`src/rtl/lcell_pkg.sv`:
```
package lcell_pkg;

  typedef enum logic [1:0] {RM_D = 2'd0, RM_T = 2'd1, RM_JK = 2'd2, RM_D2 = 2'd3} regmode_e;
  typedef enum logic [1:0] {CK_SYS = 2'd0, CK_SUMC = 2'd1, CK_SUMD = 2'd2, CK_SYS2 = 2'd3} cksrc_e;
  typedef enum logic [1:0] {OS_Q = 2'd0, OS_A = 2'd1, OS_B = 2'd2, OS_C = 2'd3} osel_e;

  // Per-cell configuration word, bit 11 down to bit 0.
  typedef struct packed {
    logic     oe_from_q;  // [11]
    osel_e    aux_sel;    // [10:9]
    osel_e    io_sel;     // [8:7]
    logic     c_reset;    // [6]
    logic     b_preset;   // [5]
    logic     sys_fall;   // [4]
    cksrc_e   cksrc;      // [3:2]
    regmode_e mode;       // [1:0]
  } cfg_t;

  localparam int CFG_W = $bits(cfg_t);

  function automatic logic osel_pick(osel_e s, logic q, logic a, logic b, logic c);
    case (s)
      OS_Q:    return q;
      OS_A:    return a;
      OS_B:    return b;
      default: return c;
    endcase
  endfunction

endpackage

```
`src/rtl/lcell_gedge.sv`:
```
module lcell_gedge (
  input  logic clk,
  input  logic rst,
  input  logic sys_clk,
  output logic sys_rise,
  output logic sys_fall
);
  logic prev_q;

  always_ff @(posedge clk) begin
    if (rst) prev_q <= 1'b0;
    else     prev_q <= sys_clk;
  end

  assign sys_rise = sys_clk & ~prev_q;
  assign sys_fall = ~sys_clk & prev_q;
endmodule

```
`src/rtl/lcell_route.sv`:
```
module lcell_route
  import lcell_pkg::*;
(
  input  cfg_t     cfg,
  input  logic     g_regtype,
  input  logic     g_preset,
  input  logic     g_reset,
  input  logic     sys_rise,
  input  logic     sys_fall,
  input  logic     a,
  input  logic     b,
  input  logic     c,
  input  logic     d,
  input  logic     prev_c,
  input  logic     prev_d,
  output logic     tick,
  output regmode_e mode,
  output logic     j,
  output logic     k,
  output logic     set,
  output logic     clr
);
  logic c_is_clock;

  always_comb begin
    c_is_clock = (cfg.cksrc == CK_SUMC);
    unique case (cfg.cksrc)
      CK_SUMC: tick = c & ~prev_c;
      CK_SUMD: tick = d & ~prev_d;
      default: tick = cfg.sys_fall ? sys_fall : sys_rise;
    endcase
    if (g_regtype || cfg.mode == RM_D2) mode = RM_D;
    else                                mode = cfg.mode;
    j   = a;
    k   = cfg.b_preset ? 1'b0 : b;
    set = g_preset | (cfg.b_preset & b);
    clr = g_reset  | (cfg.c_reset & ~c_is_clock & c);
  end
endmodule

```
`src/rtl/lcell_store.sv`:
```
module lcell_store
  import lcell_pkg::*;
(
  input  logic     clk,
  input  logic     rst,
  input  logic     tick,
  input  regmode_e mode,
  input  logic     j,
  input  logic     k,
  input  logic     set,
  input  logic     clr,
  output logic     q,
  output logic     q_nxt
);
  always_comb begin
    q_nxt = q;
    if (clr)       q_nxt = 1'b0;
    else if (set)  q_nxt = 1'b1;
    else if (tick) begin
      unique case (mode)
        RM_T:  q_nxt = q ^ j;
        RM_JK: begin
          unique case ({j, k})
            2'b11:   q_nxt = ~q;
            2'b10:   q_nxt = 1'b1;
            2'b01:   q_nxt = 1'b0;
            default: q_nxt = q;
          endcase
        end
        default: q_nxt = j;
      endcase
    end
  end

  always_ff @(posedge clk) begin
    if (rst) q <= 1'b0;
    else     q <= q_nxt;
  end
endmodule

```
`src/rtl/lcell_cell.sv`:
```
module lcell_cell
  import lcell_pkg::*;
(
  input  logic clk,
  input  logic rst,
  input  cfg_t cfg_in,
  input  logic g_regtype,
  input  logic g_preset,
  input  logic g_reset,
  input  logic sys_rise,
  input  logic sys_fall,
  input  logic a,
  input  logic b,
  input  logic c,
  input  logic d,
  output logic q,
  output logic o_io,
  output logic o_aux,
  output logic o_oe
);
  cfg_t     cfg_q;
  logic     prev_c, prev_d;
  logic     tick, j, k, set, clr, q_nxt;
  regmode_e mode;

  always_ff @(posedge clk) begin
    if (rst) cfg_q <= cfg_in;
  end

  always_ff @(posedge clk) begin
    if (rst) begin
      prev_c <= 1'b0;
      prev_d <= 1'b0;
    end else begin
      prev_c <= c;
      prev_d <= d;
    end
  end

  lcell_route u_route (
    .cfg(cfg_q), .g_regtype(g_regtype), .g_preset(g_preset), .g_reset(g_reset),
    .sys_rise(sys_rise), .sys_fall(sys_fall),
    .a(a), .b(b), .c(c), .d(d), .prev_c(prev_c), .prev_d(prev_d),
    .tick(tick), .mode(mode), .j(j), .k(k), .set(set), .clr(clr)
  );

  lcell_store u_store (
    .clk(clk), .rst(rst), .tick(tick), .mode(mode), .j(j), .k(k),
    .set(set), .clr(clr), .q(q), .q_nxt(q_nxt)
  );

  always_ff @(posedge clk) begin
    if (rst) begin
      o_io  <= 1'b0;
      o_aux <= 1'b0;
      o_oe  <= 1'b0;
    end else begin
      o_io  <= osel_pick(cfg_q.io_sel,  q_nxt, a, b, c);
      o_aux <= osel_pick(cfg_q.aux_sel, q_nxt, a, b, c);
      o_oe  <= cfg_q.oe_from_q ? q_nxt : d;
    end
  end
endmodule

```
`src/rtl/lcell_group.sv`:
```
module lcell_group
  import lcell_pkg::*;
#(
  parameter int NCELL = 10
) (
  input  logic                   clk,
  input  logic                   rst,
  input  logic                   sys_clk,
  input  logic                   g_regtype,
  input  logic                   g_preset,
  input  logic                   g_reset,
  input  logic [NCELL*CFG_W-1:0] cfg_in,
  input  logic [NCELL-1:0]       sum_a,
  input  logic [NCELL-1:0]       sum_b,
  input  logic [NCELL-1:0]       sum_c,
  input  logic [NCELL-1:0]       sum_d,
  output logic [NCELL-1:0]       out_io,
  output logic [NCELL-1:0]       out_aux,
  output logic [NCELL-1:0]       out_oe
);
  logic             sys_rise, sys_fall;
  logic [NCELL-1:0] q_all;

  lcell_gedge u_gedge (
    .clk(clk), .rst(rst), .sys_clk(sys_clk), .sys_rise(sys_rise), .sys_fall(sys_fall)
  );

  for (genvar g = 0; g < NCELL; g++) begin : g_cell
    lcell_cell u_cell (
      .clk(clk), .rst(rst),
      .cfg_in(cfg_t'(cfg_in[g*CFG_W +: CFG_W])),
      .g_regtype(g_regtype), .g_preset(g_preset), .g_reset(g_reset),
      .sys_rise(sys_rise), .sys_fall(sys_fall),
      .a(sum_a[g]), .b(sum_b[g]), .c(sum_c[g]), .d(sum_d[g]),
      .q(q_all[g]), .o_io(out_io[g]), .o_aux(out_aux[g]), .o_oe(out_oe[g])
    );
  end
endmodule

```
`config.mk`:
```
export PLATFORM = sky130hd
export DESIGN_NAME = lcell_group
export DESIGN_NICKNAME = d
export VERILOG_FILES = /design/src/rtl/lcell_pkg.sv /design/src/rtl/lcell_gedge.sv /design/src/rtl/lcell_route.sv /design/src/rtl/lcell_store.sv /design/src/rtl/lcell_cell.sv /design/src/rtl/lcell_group.sv
export SDC_FILE = /design/constraint.sdc
export NUM_CORES = 1
export LEC_CHECK = 0
export ABC_AREA = 0
export BUFFER_PORTS_ARGS = -buffer_cell sky130_fd_sc_hd__buf_4
export CAP_MARGIN = 10
export CORE_MARGIN = 5
export CORE_UTILIZATION = 45
export DETAILED_ROUTE_END_ITERATION = 8
export GPL_ROUTABILITY_DRIVEN = 0
export HOLD_SLACK_MARGIN = 0.08
export PLACE_DENSITY_LB_ADDON = 0.2
export SLEW_MARGIN = 30
export SYNTH_ARGS = -nofsm -noshare
export SYNTH_HDL_FRONTEND = slang
export SYNTH_SLANG_ARGS = --single-unit
```
`constraint.sdc`:
```
create_clock -name clk -period 3.1 [get_ports clk]
set_input_delay 0 -clock clk [delete_from_list [all_inputs] [get_ports clk]]
set_output_delay 0 -clock clk [all_outputs]
set_load 0.01 [all_outputs]
```
==> results of run 1 <==
==> cell usage in the layout (no fill, tap or decap), drive strengths merged, types with 14 or more instances in the layout <==
cell type    instances
nand2               66
inv                101
nor2                33
ha                  40
buf                200
dlygate4sd3        160
dfxtp               61
clkbuf              19
o32ai               14
o21ai               58
nand3b              17
edfxtp             120
a21oi               38
nor2b               29
nor4                16
==> cell type report <==
class	instances	share of cell area [%]
Sequential cell	181	39.89
Clock inverter	14	1.386
Clock buffer	18	3.548
Tap cell	234	2.421
Antenna cell	1	0.02069
Inverter	94	2.917
Multi-Input combinational cell	428	23.95
Timing Repair Buffer	361	25.87
==> critical path, delay by kind of cell (launching register included) <==
| kind | cells | cell delay [ps] |
|---|---|---|
| AO/OA/AOI/OAI | 3 | 820 |
| adder cells (fa/ha/maj) | 1 | 230 |
| buffers and inverters | 2 | 710 |
| flip-flops | 1 | 390 |
| AND/OR/NAND/NOR | 1 | 470 |
==> worst max-delay path by stage <==
stage / to / slack, ps / cells past startpoint
after global routing: g_cell[1].u_cell.o_aux / 210 / 7
after CTS: g_cell[1].u_cell.o_aux / 410 / 7
after detailed placement: g_cell[7].u_cell.o_io / 830 / 7
final: g_cell[1].u_cell.o_aux / 390 / 7
after floorplan: g_cell[7].u_cell.o_aux / 1050 / 7
after global placement: g_cell[7].u_cell.o_aux / 920 / 7
==> logic make-up after synthesis <==
kind of cell    after synthesis  share of synthesized area (%)
compound gates              199                          16.57
buf+inv                     140                          7.978
simple gates                187                          11.74
flops                       181                          57.50
fa+ha+maj                    40                          5.965
mux                           2                         0.2535
==> metrics by stage <==
| stage | instances | power, mW | area (um2) | utilization (%) | hold WS, ps |
|---|---|---|---|---|---|
| 2_1_floorplan | 749 | 3.339 | 8391 | - | 98.87 |
| 3_3_place_gp | 1138 | 3.657 | 9892 | 53.42 | 178.4 |
| 3_5_place_dp | 1138 | 3.670 | 9892 | 53.42 | 179.3 |
| 4_1_cts | 1330 | 6.039 | 12090 | 65.29 | 82.66 |
| 5_1_grt | 1331 | 6.274 | 12100 | 65.32 | 111.8 |
| 6_report | 1331 | 6.008 | 12100 | 65.32 | 103.9 |
==> power breakdown <==
part / internal, mW / switching (mW) / leakage [nW] / total [mW]
Sequential: 2.78 / 0.105 / 1.68 / 2.88
Clock: 1.22 / 0.990 / 0.280 / 2.21
Combinational: 0.515 / 0.400 / 3.21 / 0.915
Total: 4.51 / 1.50 / 5.17 / 6.01
==> Yosys cell counts, types with 5 or more instances <==
| cell type | number | share of area, % |
|---|---|---|
| edfxtp_1 | 120 | 43 |
| inv_1 | 94 | 4.2 |
| nand2_1 | 66 | 3.0 |
| dfxtp_1 | 61 | 15 |
| o21ai_0 | 49 | 2.9 |
| ha_1 | 40 | 6.0 |
| a21oi_1 | 38 | 2.3 |
| nor2_1 | 33 | 1.5 |
| buf_4 | 32 | 2.9 |
| nor2b_1 | 29 | 2.2 |
| nand3b_1 | 17 | 1.5 |
| nor4_1 | 16 | 1.2 |
| o32ai_1 | 14 | 1.5 |
| or3b_2 | 10 | 1.0 |
| a22oi_1 | 9 | 0.81 |
| clkbuf_1 | 9 | 0.40 |
| o211ai_1 | 9 | 0.81 |
| o21ai_1 | 9 | 0.54 |
| o21ba_2 | 9 | 1.1 |
| o22ai_1 | 9 | 0.67 |
| o311ai_0 | 9 | 0.94 |
| a2111oi_0 | 8 | 0.84 |
| o2111a_1 | 8 | 1.1 |
| o211a_1 | 8 | 0.95 |
| a31o_2 | 7 | 0.73 |
| nand2b_1 | 7 | 0.52 |
| or3_1 | 5 | 0.37 |
==> layer usage <==
layer / up-vias / part of all wire (%)
li1: 3358 / -
met1: 3176 / 43
met2: 207 / 50
met3: 13 / 6.2
met4: 0 / 1.1
met5: - / 0
==> state kept, by name, summed over array words and instances, names as in the netlist <==
name,flops
g_cell.u_cell.u_store.q,10
g_cell.u_cell.o_oe,10
g_cell.u_cell.cfg_q,120
u_gedge.prev_q,1
g_cell.u_cell.prev_c,10
g_cell.u_cell.prev_d,10
g_cell.u_cell.o_aux,10
g_cell.u_cell.o_io,10
==> what timing repair did <==
action                    CTS  global route
hold endpoints to repair  180             0
hold buffers              160             0
gates resized for setup     0             0
==> metrics.txt, run 1 <==
achievable clock frequency around 370 MHz; CTS tree built; Synth Warn # 0; H-tree depth 4; Sinks on Clock Net between 150 and 200; via density per instance around 5.1; Initial Utilization approximately 45%; drt wl/cell ~16 um; synthesized instance count about 750; fin nets about 1.3k; area grow syn2layout 44.16%; CTS root buffer clkbuf_16; Power Dens Cells about 500 nW/um2; slowest stage delay, CP 630 ps; CTS Buffer Depth 2; crit end category register; # DRC 0; RSZ-0062 raised after global routing false; sink of the worst hold path g_cell[6].u_cell.o_aux; Final WS setup around 390 ps; Critical Path Fanout Max 3; core area 18520 um2; clk_skew roughly 13 ps; CP required between 3000 and 4000 ps; Reg2Reg Setup Slack 390 ps; Routed Antenna Nets 0; Storage cell area around 4800 um2; GR Layer Usage met2 about a third; Tmin final 2714 ps; Main synth FF type edfxtp_1; die width about 150 um; # Post-CTS Setup Buffers 0; clock slew at reported path FFs around 70 ps; row cnt 50; Cell variety after synth 47; Num CTS Buffers 17; Hold Fails Final Rpt 0; first-pass GRT wire length between 30000 and 40000 um; status complete, no violations; r2r startpoint g_cell[1].u_cell.cfg_q[0]; 1st-iter DRT viols just under 400; Pins Over Slew Limit 0; setup_tns 0 ps; Port Buffer Count approximately 200; post-synthesis sequential area ratio 57.50%; Most Crowded Layer GR met2; Cell Area, Synth 8391 um2; initial antenna violation count 1; Post-Syn Area per Cell about 11 um2; Yosys reg bits roughly 180; DR pass1 iterations 5; WS Path Type register to register; Multi-input gate area 2897 um2; vias after detailed routing between 6k and 7k; largest net degree at the start of global routing approximately 120; max_slew headroom 41.44%; fill count roughly 1.4k; share of cells above drive strength 1 24.18%; slew of the pin with the lowest slew margin a little under 900 ps; Critical Path Source g_cell[1].u_cell.cfg_q[0]; die area about 21000 um2; CP cell instances or3b_2, inv_1, ha_1, o311ai_0, dlygate4sd3_1, o21ai_1, o32ai_1; Post-synth EDFFs between 100 and 150; Post-synth ARST share 0%; FF-to-FF path depth 7; via count of the first global-routing pass between 6k and 7k; final setup fails 0; pre-CTS WS approximately 830 ps; worst hold path class input port to register; worst hold start sum_b[6]; slowest cell on the critical path dlygate4sd3_1; WP data arrival a little over 3000 ps; Startpoint Class register; HPWL Detailed around 13000 um; clk_lat worst skew roughly 420 ps; WL final ~21000 um; Ports between 150 and 200; r2r endpoint g_cell[1].u_cell.o_aux; gr usage total between 10% and 20%; met1 usage 24.36%; WHS Path Cells 5; syn nets 955; final period utilization 87.54%; cell leakage power ~5.2 nW; Die Span Y ~150 um; Peak VDD IR around 0.00036 V; GRT overflow 0; met3 GRT Util under 10%; Max Cap Viol 0
Note: power is estimated with default switching activity, not from simulation.
==> run 2: changes to the inputs <==
--- a/config.mk
+++ b/config.mk
@@ -8,6 +8,7 @@
 export ABC_AREA = 0
 export BUFFER_PORTS_ARGS = -buffer_cell sky130_fd_sc_hd__buf_4
 export CAP_MARGIN = 10
+export CORE_ASPECT_RATIO = 0.9
 export CORE_MARGIN = 5
 export CORE_UTILIZATION = 45
 export DETAILED_ROUTE_END_ITERATION = 8
==> run 2 against run 1 <==
Effect of this change: non-clock buffer count rose by 2; power rose by 2.4%; sequential cell count did not move; register-to-register slack improved by 90 ps; first-iteration DRC count fell by 37%; utilization rose by 0.89 points; sequential share of layout area fell by 0.17 points; global-route usage rose by 0.22 points; combinational power rose by 1%; worst hold slack got worse by 8.3 ps; critical path type unchanged; largest power group unchanged.
==> metrics.txt, run 2 (synthesis results as in run 1) <==
most frequent cells in the layout buf_4 (203), dlygate4sd3_1 (159), edfxtp_1 (120); Power Dens Cells roughly 500 nW/um2; cell leakage power 5.200 nW; # DRC 0; Pins Over Slew Limit 0; slowest stage delay, CP roughly 600 ps; area grow syn2layout 44.78%; clk_lat worst skew ~430 ps; WL final about 22000 um; Critical Path Fanout Max 3; gr usage total between 20% and 30%; CTS Buffer Depth 2; max reg flops 120; initial antenna violation count 0; die width 153.9 um; Max Cap Viol 0; Num CTS Buffers 17; Peak VDD IR between 0.0003 and 0.0004 V; first-pass GRT wire length around 35000 um; 1st-iter DRT viols approximately 250; Post-Layout Cell Count ~1.3k; clk_skew approximately 20 ps; vias after detailed routing roughly 6.7k; WP data arrival a little under 3000 ps; setup_tns 0 ps; worst hold path class input port to register; status complete, no violations; row cnt between 40 and 50; GRT overflow 0; CP required between 3000 and 4000 ps; pre-CTS WS around 850 ps; Critical path buffers and inverters 1; via density per instance 4.991; most common cell after layout, fill and taps aside buf_4; Placed Cells about 1.2k; final setup fails 0; clock slew at reported path FFs 70 ps; Die Span Y between 100 and 150 um; via count of the first global-routing pass between 6k and 7k; CTS root buffer clkbuf_16; slowest cell on the critical path dlygate4sd3_1; Final WS setup between 400 and 500 ps; RSZ-0062 raised after global routing false; antenna diode count 0; die area around 21000 um2; achievable clock frequency 380.7 MHz; Multi-input gate area 2897 um2; fill count about 1.4k; Hold Fails Final Rpt 0; crit end category register; final period utilization a little over four fifths; register bank with the most flops g_cell.u_cell.cfg_q; fin nets approximately 1.3k; DR pass1 iterations 5; core area between 15000 and 20000 um2; CTS tree built; Initial Utilization a little under half; Tmin final about 2600 ps; Sinks on Clock Net between 150 and 200; Startpoint Class register; max_slew headroom 44.59%; WS Path Type register to register; Ports a little under 200; Port Buffer Count 195; largest net degree at the start of global routing a little under 100; slew of the pin with the lowest slew margin 831.1 ps; CP top delay family compound AO/OA/AOI/OAI gates; Routed Antenna Nets 0; HPWL Detailed 13860 um; # Post-CTS Setup Buffers 0; share of cells above drive strength 1 ~24%; drt wl/cell between 15 and 20 um; H-tree depth 4; Storage cell area ~4800 um2; CP cell instances or3b_2, ha_1, o21ba_2, o21ai_0, o311ai_0, dlygate4sd3_1, o21ai_1, o32ai_1
-- run 2: power by group --
| part | total (mW) | internal [mW] | switching, mW |
|---|---|---|---|
| logic | 0.926 | 0.517 | 0.409 |
| registers | 2.88 | 2.78 | 0.101 |
| clock network | 2.34 | 1.37 | 0.970 |
| total | 6.15 | 4.67 | 1.48 |
-- run 2: metal layers --
| layer | routed length (um) | GRT usage (%) |
|---|---|---|
| met5 | 0 | 0 |
| met4 | 410 | 5.901 |
| met3 | 1232 | 4.936 |
| met2 | 10530 | 34.48 |
| met1 | 9434 | 25.37 |
-- run 2: metrics by stage --
| step | power [mW] | hold slack [ps] | utilization [%] | cell area (um2) |
|---|---|---|---|---|
| 2_1_floorplan | 3.339 | 98.87 | - | 8391 |
| 3_3_place_gp | 3.662 | 178.0 | 54.04 | 9916 |
| 3_5_place_dp | 3.678 | 179.3 | 54.04 | 9916 |
| 4_1_cts | 6.207 | 82.70 | 66.21 | 12150 |
| 5_1_grt | 6.433 | 109.7 | 66.21 | 12150 |
| 6_report | 6.150 | 95.65 | 66.21 | 12150 |
-- run 2: what timing repair did --
item | in CTS | in global routing
gates resized for setup | 0 | 0
hold buffers | 159 | 0
hold endpoints to repair | 177 | 0
-- run 2: layout make-up --
cell class	instances	share of cell area (%)
flip-flops and latches	181	39.72
repair buffers	363	25.74
multi-input cells	428	23.84
clock buffers	17	3.502
inverters	94	2.905
well taps	245	2.523
clock inverters	15	1.772
-- run 2: tightest hold or removal path: stages --
cell	delay, ps
buf_4	100
a21oi_1	70
o311ai_0	150
o21ai_1	120
inv_1	60
-- run 2: worst paths after layout --
path	start	cells past startpoint	end	slack [ps]
setup / recovery	g_cell[3].u_cell.cfg_q[0]	8	g_cell[3].u_cell.o_aux	470
hold / removal	sum_b[0]	5	g_cell[0].u_cell.u_store.q	100
setup reg to reg	g_cell[3].u_cell.cfg_q[0]	8	g_cell[3].u_cell.o_aux	470
hold reg to reg	g_cell[4].u_cell.cfg_q[10]	1	g_cell[4].u_cell.o_aux	510
